### config.mk
export PLATFORM = sky130hd
export DESIGN_NAME = dram_range_router
export DESIGN_NICKNAME = d
export VERILOG_FILES = /design/src/rtl/dram_rt_pkg.sv /design/src/rtl/dram_rt_regs.sv /design/src/rtl/dram_rt_match.sv /design/src/rtl/dram_rt_prio.sv /design/src/rtl/dram_range_router.sv
export SDC_FILE = /design/constraint.sdc
export NUM_CORES = 1
export LEC_CHECK = 0
export BUFFER_PORTS_ARGS = -buffer_cell sky130_fd_sc_hd__clkbuf_2
export CAP_MARGIN = 10
export CORE_UTILIZATION = 45
export CTS_BUF_LIST = sky130_fd_sc_hd__clkbuf_16
export CTS_CLUSTER_SIZE = 16
export DETAILED_ROUTE_END_ITERATION = 6
export MAX_ROUTING_LAYER = met4
export REMOVE_ABC_BUFFERS = 1
export SETUP_SLACK_MARGIN = 0.1
export SLEW_MARGIN = 20
export SYNTH_ARGS = -nofsm -noshare
export SYNTH_HDL_FRONTEND = slang
export SYNTH_SLANG_ARGS = --single-unit
### constraint.sdc
create_clock -name clk -period 6.51 [get_ports clk]
set_input_delay 0.9765 -clock clk [delete_from_list [all_inputs] [get_ports clk]]
set_output_delay 0.9765 -clock clk [all_outputs]
set_load 0.01 [all_outputs]
### src/rtl/dram_rt_pkg.sv
package dram_rt_pkg;
   localparam int WORD_W       = 32;
   localparam int RD_EN_BIT    = 0;
   localparam int WR_EN_BIT    = 1;
   localparam int ILV_FLD_LSB  = 8;
   localparam int NODE_FLD_LSB = 0;
   localparam int BND_FLD_MSB  = 31;

   typedef enum logic {
      WORD_LO = 1'b0,
      WORD_HI = 1'b1
   } word_sel_e;
endpackage

### src/rtl/dram_rt_regs.sv
module dram_rt_regs
   import dram_rt_pkg::*;
#(
   parameter int N_WIN = 8,
   localparam int IDX_W = $clog2(N_WIN)
) (
   input  logic                          clk,
   input  logic                          rst_n,
   input  logic                          we,
   input  logic [IDX_W-1:0]              idx,
   input  logic                          sel,
   input  logic [WORD_W-1:0]             wdata,
   output logic [N_WIN-1:0][WORD_W-1:0]  lo_q,
   output logic [N_WIN-1:0][WORD_W-1:0]  hi_q
);
   initial begin
      if (N_WIN < 2) $fatal(1, "N_WIN must be at least 2");
   end

   for (genvar gi = 0; gi < N_WIN; gi++) begin : g_win
      always_ff @(posedge clk or negedge rst_n) begin
         if (!rst_n) begin
            lo_q[gi] <= '0;
            hi_q[gi] <= '0;
         end else if (we && idx == IDX_W'(gi)) begin
            if (word_sel_e'(sel) == WORD_HI) hi_q[gi] <= wdata;
            else                             lo_q[gi] <= wdata;
         end
      end
   end

   // no word moves without a write strobe
   p_hold_idle_r9: assert property (@(posedge clk) disable iff (!rst_n)
      !we |=> ($stable(lo_q) && $stable(hi_q)));
endmodule

### src/rtl/dram_rt_match.sv
module dram_rt_match
   import dram_rt_pkg::*;
#(
   parameter int ADDR_W  = 40,
   parameter int BND_W   = 16,
   parameter int ILV_W   = 3,
   parameter int ILV_LSB = 12,
   parameter bit ILV_ON  = 1'b1
) (
   input  logic [WORD_W-1:0] lo_word,
   input  logic [WORD_W-1:0] hi_word,
   input  logic [ADDR_W-1:0] addr,
   input  logic              is_write,
   input  logic              valid,
   output logic              claim
);
   initial begin
      if (BND_W > 16 || BND_W < 1) $fatal(1, "BND_W out of range");
      if (ILV_W > 3 || ILV_W < 1)  $fatal(1, "ILV_W out of range");
      if (ILV_LSB + ILV_W > ADDR_W - BND_W) $fatal(1, "interleave bits overlap bound field");
   end

   logic [BND_W-1:0] lo_f, hi_f, a_f;
   logic             perm, in_bounds, ilv_ok;

   assign lo_f = lo_word[BND_FLD_MSB -: BND_W];
   assign hi_f = hi_word[BND_FLD_MSB -: BND_W];
   assign a_f  = addr[ADDR_W-1 -: BND_W];
   assign perm = is_write ? lo_word[WR_EN_BIT] : lo_word[RD_EN_BIT];
   assign in_bounds = (a_f >= lo_f) && (a_f <= hi_f);

   if (ILV_ON) begin : g_ilv
      logic [ILV_W-1:0] mask, code, abits;
      assign mask   = lo_word[ILV_FLD_LSB +: ILV_W];
      assign code   = hi_word[ILV_FLD_LSB +: ILV_W];
      assign abits  = addr[ILV_LSB +: ILV_W];
      assign ilv_ok = ((abits ^ code) & mask) == '0;
   end else begin : g_no_ilv
      assign ilv_ok = 1'b1;
   end

   assign claim = valid && perm && in_bounds && ilv_ok;
endmodule

### src/rtl/dram_rt_prio.sv
module dram_rt_prio #(
   parameter int N_WIN = 8,
   localparam int IDX_W = $clog2(N_WIN)
) (
   input  logic [N_WIN-1:0] req,
   output logic             any,
   output logic [IDX_W-1:0] win
);
   always_comb begin
      win = '0;
      for (int i = N_WIN - 1; i >= 0; i--) begin
         if (req[i]) win = IDX_W'(i);
      end
   end
   assign any = |req;
endmodule

### src/rtl/dram_range_router.sv
module dram_range_router
   import dram_rt_pkg::*;
#(
   parameter int N_WIN   = 8,
   parameter int ADDR_W  = 40,
   parameter int GRAN_W  = 24,
   parameter int NODE_W  = 3,
   parameter int ILV_W   = 3,
   parameter int ILV_LSB = 12,
   parameter bit ILV_ON  = 1'b1,
   localparam int IDX_W  = $clog2(N_WIN),
   localparam int BND_W  = ADDR_W - GRAN_W
) (
   input  logic              clk,
   input  logic              rst_n,
   input  logic              cfg_we,
   input  logic [IDX_W-1:0]  cfg_idx,
   input  logic              cfg_sel,
   input  logic [31:0]       cfg_wdata,
   input  logic              req_valid,
   input  logic              req_write,
   input  logic [ADDR_W-1:0] req_addr,
   output logic              hit,
   output logic [NODE_W-1:0] node,
   output logic [IDX_W-1:0]  range_idx
);
   initial begin
      if (NODE_W > ILV_FLD_LSB) $fatal(1, "node field collides with interleave field");
      if (WORD_W != 32)         $fatal(1, "word width must be 32");
   end

   logic [N_WIN-1:0][WORD_W-1:0] lo_q, hi_q;
   logic [N_WIN-1:0]             claims;
   logic                         any;
   logic [IDX_W-1:0]             win;

   dram_rt_regs #(.N_WIN(N_WIN)) u_regs (
      .clk(clk), .rst_n(rst_n), .we(cfg_we), .idx(cfg_idx), .sel(cfg_sel),
      .wdata(cfg_wdata), .lo_q(lo_q), .hi_q(hi_q)
   );

   for (genvar gi = 0; gi < N_WIN; gi++) begin : g_cmp
      dram_rt_match #(
         .ADDR_W(ADDR_W), .BND_W(BND_W), .ILV_W(ILV_W),
         .ILV_LSB(ILV_LSB), .ILV_ON(ILV_ON)
      ) u_match (
         .lo_word(lo_q[gi]), .hi_word(hi_q[gi]), .addr(req_addr),
         .is_write(req_write), .valid(req_valid), .claim(claims[gi])
      );
   end

   dram_rt_prio #(.N_WIN(N_WIN)) u_prio (.req(claims), .any(any), .win(win));

   assign hit       = any;
   assign range_idx = any ? win : '0;
   assign node      = any ? hi_q[win][NODE_FLD_LSB +: NODE_W] : '0;

   // a miss drives zero on node and index
   p_miss_zero_r7: assert property (@(posedge clk) disable iff (!rst_n)
      !hit |-> (node == '0 && range_idx == '0));
   // an unqualified request is never claimed
   p_idle_no_hit_r8: assert property (@(posedge clk) disable iff (!rst_n)
      !req_valid |-> !hit);
   // the reported window claimed the request and no lower one did
   p_lowest_wins_r6: assert property (@(posedge clk) disable iff (!rst_n)
      hit |-> (claims[range_idx] &&
               ((claims & ((N_WIN'(1) << range_idx) - N_WIN'(1))) == '0)));
   // a hit lies inside the winner's bounds
   p_in_bounds_r2: assert property (@(posedge clk) disable iff (!rst_n)
      hit |-> (req_addr[ADDR_W-1 -: BND_W] >= lo_q[range_idx][BND_FLD_MSB -: BND_W] &&
               req_addr[ADDR_W-1 -: BND_W] <= hi_q[range_idx][BND_FLD_MSB -: BND_W]));
   // the winner permits the request type
   p_perm_r3: assert property (@(posedge clk) disable iff (!rst_n)
      hit |-> (req_write ? lo_q[range_idx][WR_EN_BIT] : lo_q[range_idx][RD_EN_BIT]));
endmodule

==> key figures, run 1 <==
Outcome
  – Status: complete, no violations

Final layout
  – Fill cells: 3943
  – Register area: around 8600 µm²
  – Layout Nets: roughly 2300
  – Most frequent cells in the layout: dfrtp_1, inv_1, ha_1, nand2_1, mux2_2
  – Multi-input combinational cell area: 9810 µm²
  – Synth-to-Final Area Change: 11.4%
  – Share of cells above drive strength 1: 0.182
  – Commonest non-fill, non-tap cell in the layout: dfrtp_1
  – Ant diodes: 0

Logic synthesis
  – Asr flop ratio synth: 1.00
  – Top-area cell type share of the netlist area: 0.439
  – Post-synth design cell area: 19600 µm²
  – Post-synthesis cell type count: 72
  – Synth top area cells: dfrtp_1, ha_1, mux2_2
  – Syn Area/Cell: 10.3 µm²
  – Cell count after synthesis: 1900
  – Cell taking the most area after synthesis: dfrtp_1
  – Post-synth EDFFs: 0
  – Synth Flop Type: dfrtp_1
  – Synth Warn #: 0
  – Seq/Total Area, Yosys: 0.439
  – Synthesized flop and latch total: 344

STA
  – Final cycle utilization of the critical path: 0.897
  – RSZ-0062 raised after global routing: no
  – Setup TNS: 0 ns
  – Worst-margin pin slew: around 0.97 ns
  – Final setup violation count: 0
  – Post-route minimum period: a little under 6 ns
  – Fmax: between 150 and 200 MHz
  – Setup Skew: 0 ns
  – Fin. Hold Viols: 0
  – Slew headroom: 0.355
  – Max-slew violations: 0

GRT
  – Largest net degree at the start of global routing: 145
  – Vias in the first global route: roughly 14000
  – Initial antenna violation count: 0
  – GRT Util Overall: 0.243
  – Global-route wire length before repair: 79000 µm
  – Grt total ovfl: 0

Worst setup path
  – Slowest cell delay on critical path: 0.41 ns
  – CP Launch Type: input port
  – Critical path class: in2out
  – Worst path top cell family by delay: compound AO/OA/AOI/OAI gates
  – CP max stage cell: or2_0
  – CP Cell Sequence: clkbuf_2 -> buf_4 -> ha_1 -> a22oi_1 -> o211ai_1 -> a221o_1 -> o31a_1 -> a2111oi_2 -> o21ai_2 -> o311a_1 -> or2_0 -> o31ai_1 -> o221ai_1 -> clkbuf_2
  – Crit end category: primary output
  – Critical Path Most Common Cell: clkbuf_2
  – Arr. time, crit path: 4.86 ns
  – Crit Path Max Fanout: 13
  – CP startpoint: req_addr[35]
  – CP bufs+invs: 3
  – Critical R2R Launch: u_regs.lo_q[200]$_DFFE_PN0P_
  – Worst Path Required: 5.53 ns

Worst hold path
  – Hold/Removal Path Class: in2async

Floorplan
  – Chip height: 211 µm
  – Die footprint: 44400 µm²
  – IO Count: 88
  – # rows: 76
  – Die Width: 211 µm
  – Core Footprint: 43100 µm²
  – Initial Utilization: 0.455

CTS
  – Clock latency on the worst-skew pair: roughly 0.57 ns
  – CTS HTree Levels: 2
  – Number of buffers created by CTS: 40
  – CTS root buffer: clkbuf_16
  – Sink Count: 344
  – Post-CTS setup buffer count: 0
  – Post_cts resized: 0
  – Hold_buf cts: 0
  – CTS tree: done
  – CTS clk-pin slew, worst paths: 0.06 ns
  – Clock buffer depth: 3

Pwr
  – P_sw: 2.13 mW
  – Leakage: 10.5 nW
  – Pwr/cell area: between 300 and 400 nW/µm²
  – Final Total Pwr: just under 7 mW
  – Comb power frac: 0.266
  – P_int: roughly 4.7 mW
  – Part of the power in registers: 0.416
  – Clock share of power: 0.318
  – Sw frac: 0.312
  – Maximum vdd drop: approximately 0.19 mV

Route
  – Routed vias: around 14000
  – Initial DRT Pass Iterations: 7
  – Detailed Route Iter0 Violations: between 700 and 800
  – WL per Instance: between 15 and 20 µm
  – DRC: 0
  – Final ANT Viol Nets: 0
  – Routed WL: 50400 µm
  – Via/cell ratio: 5.36

Job
  – Max-capacitance violation count: 0

Placement
  – IO Port Bufs: 56
  – HPWL after DPL: 33600 µm
  – GP Congestion: 0.853
==> area by class of cell <==
cell class | count | share of cell area
Timing Repair Buffer | 85 | 0.0238
Multi-Input combinational cell | 1236 | 0.449
Inverter | 250 | 0.0429
Tap cell | 585 | 0.0335
Clock buffer | 40 | 0.0458
Sequential cell | 344 | 0.394
Clock inverter | 33 | 0.0113
==> logic make-up after synthesis <==
logic type,after synthesis,synth area share
AO/OA/AOI/OAI,402,0.126
multiplexers,199,0.114
AND/OR/NAND/NOR,355,0.0847
XOR/XNOR,24,0.0107
flip-flops,344,0.439
adder cells (fa/ha/maj),256,0.163
buffers and inverters,320,0.0625
==> power groups by stage <==
| stage | Sequential (mW) | Combinational (mW) | Clock, mW |
|---|---|---|---|
| 4_1_cts | 2.84 | 1.83 | 2.22 |
| 5_1_grt | 2.89 | 2.09 | 2.31 |
| 6_report | 2.83 | 1.82 | 2.17 |
| 3_3_place_gp | 2.85 | 1.75 | 0 |
| 2_1_floorplan | 2.82 | 1.28 | 0 |
| 3_5_place_dp | 2.87 | 1.82 | 0 |
==> per-stage QoR <==
stage                     cells   util  cell area (µm²)  setup WS, ns  hold slack (ns)
after floorplan            1830      -            19300          1.77            0.470
after global placement     2500  0.478            20600         0.695            0.483
after detailed placement   2500  0.478            20600         0.708            0.491
after CTS                  2573  0.507            21900         0.697            0.468
after global routing       2573  0.507            21900         0.396            0.487
final                      2573  0.507            21900         0.671            0.430
==> routing by layer <==
metal	part of all wire	vias up	global-route usage	wire (µm)
met1	0.45	6788	0.307	22900
met4	0.031	0	0.0777	1550
met2	0.48	204	0.400	24200
li1	-	6709	-	-
met5	0	-	-	0
met3	0.033	79	0.0364	1670
==> cell usage after synthesis (5+ instances only) <==
master     number
o211ai_1       13
nor2_1         39
nand2_1       191
dfrtp_1       344
xor2_1         24
mux2i_1         8
o21a_1          5
clkbuf_1       60
a21boi_0        5
a221oi_1        7
a21o_1         31
nand2b_1       17
buf_1           5
mux2_2        191
nand3_1        18
o2111ai_1       5
nand4_1        38
inv_1         250
ha_1          256
a31oi_1         6
nor2b_1        12
a21oi_1        76
o21ai_0       186
and4_1          6
a2111oi_0       6
a211oi_1       12
nor3_1          6
==> registers in the layout, indices dropped and copies added (netlist names) <==
register	flops
u_regs.hi_q	176
u_regs.lo_q	168
==> path summary, 6_finish.rpt <==
kind,endpoint,slack [ns],cells after the start
setup / recovery,node[2],0.67,14
hold / removal,u_regs.hi_q[244]$_DFFE_PN0P_,0.43,1
setup reg to reg,u_regs.lo_q[200]$_DFFE_PN0P_,5.72,1
hold reg to reg,u_regs.lo_q[95]$_DFFE_PN0P_,0.50,1
max in group asynchronous,u_regs.lo_q[150]$_DFFE_PN0P_,4.51,2
min in group clk,u_regs.lo_q[95]$_DFFE_PN0P_,0.50,1
No activity file was read; power rests on OpenSTA's default activity.
==> run 2, diff against run 1 <==
--- a/config.mk
+++ b/config.mk
@@ -12,6 +12,7 @@
 export CTS_CLUSTER_SIZE = 16
 export DETAILED_ROUTE_END_ITERATION = 6
 export MAX_ROUTING_LAYER = met4
+export PLACE_DENSITY_LB_ADDON = 0.12
 export REMOVE_ABC_BUFFERS = 1
 export SETUP_SLACK_MARGIN = 0.1
 export SLEW_MARGIN = 20
==> key figures, run 2 (synthesis gave the netlist of run 1 again) <==
GRT
  – Largest net degree at the start of global routing: 109 (-25%)
  – Grt total ovfl: 0 (unchanged)
  – Initial antenna violation count: 0 (unchanged)
  – Global-route wire length before repair: 80900 µm (+2.4%)
  – Vias in the first global route: 13900 (-0.23%)
  – GRT Util Overall: 0.251 (+0.00813)

CTS
  – Clock buffer depth: 3 (unchanged)
  – Hold_buf cts: 0 (unchanged)
  – CTS HTree Levels: 2 (unchanged)
  – Post_cts resized: 0 (unchanged)
  – CTS clk-pin slew, worst paths: 0.06 ns (about the same)
  – Post-CTS setup buffer count: 0 (unchanged)
  – Clock latency on the worst-skew pair: 0.56 ns (about the same)
  – CTS root buffer: clkbuf_16
  – Sink Count: 344 (unchanged)
  – Number of buffers created by CTS: 42 (+5.0%)
  – CTS tree: done

Placement
  – Placed cell area: 20600 µm² (about the same)
  – Post-Place Setup Slack: 0.610 ns (-0.0974 ns)
  – Placed insts: 2496 (-0.16%)
  – IO Port Bufs: 56 (unchanged)
  – HPWL after DPL: 34000 µm (+1.1%)
  – GP Congestion: 0.870 (+2.0%)

STA
  – Setup TNS: 0 ns (unchanged)
  – Final cycle utilization of the critical path: 0.914 (+0.0171)
  – Slew headroom: 0.262 (-0.0937)
  – Worst-margin pin slew: 1.11 ns (+0.138 ns)
  – Fin. Hold Viols: 0 (unchanged)
  – Hold_ws: 0.477 ns (+0.0472 ns)
  – Setup Skew: 0 ns (unchanged)
  – Final setup violation count: 0 (unchanged)
  – Max-slew violations: 0 (unchanged)
  – RSZ-0062 raised after global routing: no
  – Crit path setup slack, layout: 0.559 ns (-0.112 ns)
  – Fmax: 168 MHz (-1.9%)
  – Post-route minimum period: 5.95 ns (+0.112 ns)

Route
  – Routed vias: 13800 (+0.10%)
  – Initial DRT Pass Iterations: 5 (-2)
  – Met3 Wirelength: 2140 µm (+28%)
  – Via/cell ratio: 5.37 (+0.18%)
  – Top sig layer: met4
  – DRC: 0 (unchanged)
  – Routed WL: 51900 µm (+3.1%)
  – Detailed Route Iter0 Violations: 745 (+3.0%)
  – M1 wire length: 23700 µm (+3.3%)
  – Met2 wire length: 24500 µm (+1.0%)
  – WL per Instance: 20.2 µm (+3.2%)
  – Final ANT Viol Nets: 0 (unchanged)

Final layout
  – Final Cell Area: 21900 µm² (about the same)
  – Util after Layout: 0.508 (about the same)
  – Post-Layout Cell Count: 2571 (-0.078%)
  – Commonest non-fill, non-tap cell in the layout: dfrtp_1
  – Most frequent cells in the layout: dfrtp_1, inv_1, ha_1, nand2_1, mux2_2
  – Synth-to-Final Area Change: 11.5% (about the same)
  – Regs by FF count: u_regs.hi_q (176), u_regs.lo_q (168)
  – Reg with most FFs: u_regs.hi_q
  – Max reg flops: 176 (unchanged)
  – Share of cells above drive strength 1: 0.179 (-0.00215)
  – Layout Nets: 2292 (-0.087%)

Worst setup path
  – Crit end category: primary output
  – CP Cell Sequence: clkbuf_2 -> ha_1 -> and4_1 -> o311ai_1 -> nor4_1 -> a211oi_1 -> or4_4 -> a31oi_1 -> o21ai_0 -> and3_2 -> o31ai_1 -> o221ai_1 -> clkbuf_2
  – Crit Path Max Fanout: 16 (+3)
  – Critical path class: in2out
  – R2R cell count: 1 (unchanged)
  – Arr. time, crit path: 4.97 ns (+0.11 ns)
  – CP Launch Type: input port
  – Worst Path Required: 5.53 ns (about the same)
  – CP max stage cell: or4_4
  – Slowest cell delay on critical path: 0.54 ns (+0.13 ns)
  – Critical Path Most Common Cell: clkbuf_2

Floorplan
  – # rows: 76 (unchanged)
  – Initial Utilization: 0.455 (unchanged)
  – Die footprint: 44400 µm² (unchanged)
  – Die Width: 211 µm (unchanged)
  – Core Footprint: 43100 µm² (unchanged)
  – IO Count: 88 (unchanged)
  – Chip height: 211 µm (unchanged)

Worst hold path
  – Hold/Removal Path Class: in2async

Pwr
  – Maximum vdd drop: 0.203 mV (+8.1%)
  – Leakage: 10.5 nW (about the same)
  – Final Total Pwr: 6.88 mW (+0.84%)
  – Pwr/cell area: 314 nW/µm² (+0.74%)

Outcome
  – Status: complete, no violations

Job
  – Max-capacitance violation count: 0 (unchanged)
run 2: cell types whose count changed in the layout (fill, tap and decap cells not counted), moves of 2 or more:
cell | previous run | this run
diode_2 | 0 | 2
nor2_4 | 0 | 2
buf_4 | 28 | 24
clkbuf_16 | 40 | 43
nor2_2 | 11 | 9
clkinv_2 | 6 | 3
run 2: worst max-delay path, delay by kind of cell:
kind	cells	cell delay, ns
adder cells (fa/ha/maj)	1	0.52
AO/OA/AOI/OAI	6	1.50
buffers and inverters	2	0.57
AND/OR/NAND/NOR	4	1.39
run 2: report_power, final:
part	internal (mW)	leakage, nW	switching, mW	total (mW)
clock	1.30	0.652	0.920	2.22
combinational	0.813	5.71	1.01	1.82
sequential	2.64	4.17	0.194	2.83
run 2: layout make-up:
| type | count | area [µm²] |
|---|---|---|
| Multi-Input combinational cell | 1236 | 9820 |
| Clock buffer | 43 | 1080 |
| Timing Repair Buffer | 81 | 490 |
| Antenna cell | 2 | 5.00 |
| Tap cell | 585 | 732 |
| Inverter | 250 | 938 |
| Clock inverter | 30 | 208 |
| Sequential cell | 344 | 8610 |
| Fill cell | 4020 | 21200 |
run 2: final timing paths:
path                                              start                           end  slack, ns
setup / recovery                           req_addr[34]                       node[1]       0.56
hold / removal                                    rst_n  u_regs.hi_q[242]$_DFFE_PN0P_       0.48
setup reg to reg           u_regs.lo_q[201]$_DFFE_PN0P_  u_regs.lo_q[201]$_DFFE_PN0P_       5.73
hold reg to reg              u_regs.lo_q[1]$_DFFE_PN0P_    u_regs.lo_q[1]$_DFFE_PN0P_       0.49
max in group asynchronous                         rst_n   u_regs.lo_q[95]$_DFFE_PN0P_       4.53
min in group clk             u_regs.lo_q[1]$_DFFE_PN0P_    u_regs.lo_q[1]$_DFFE_PN0P_       0.49
run 2: metal layers:
layer | vias to the layer above | GRT usage
met5 | - | -
met4 | 0 | 0.0822
met3 | 79 | 0.0415
met2 | 220 | 0.406
met1 | 6792 | 0.320
li1 | 6703 | -
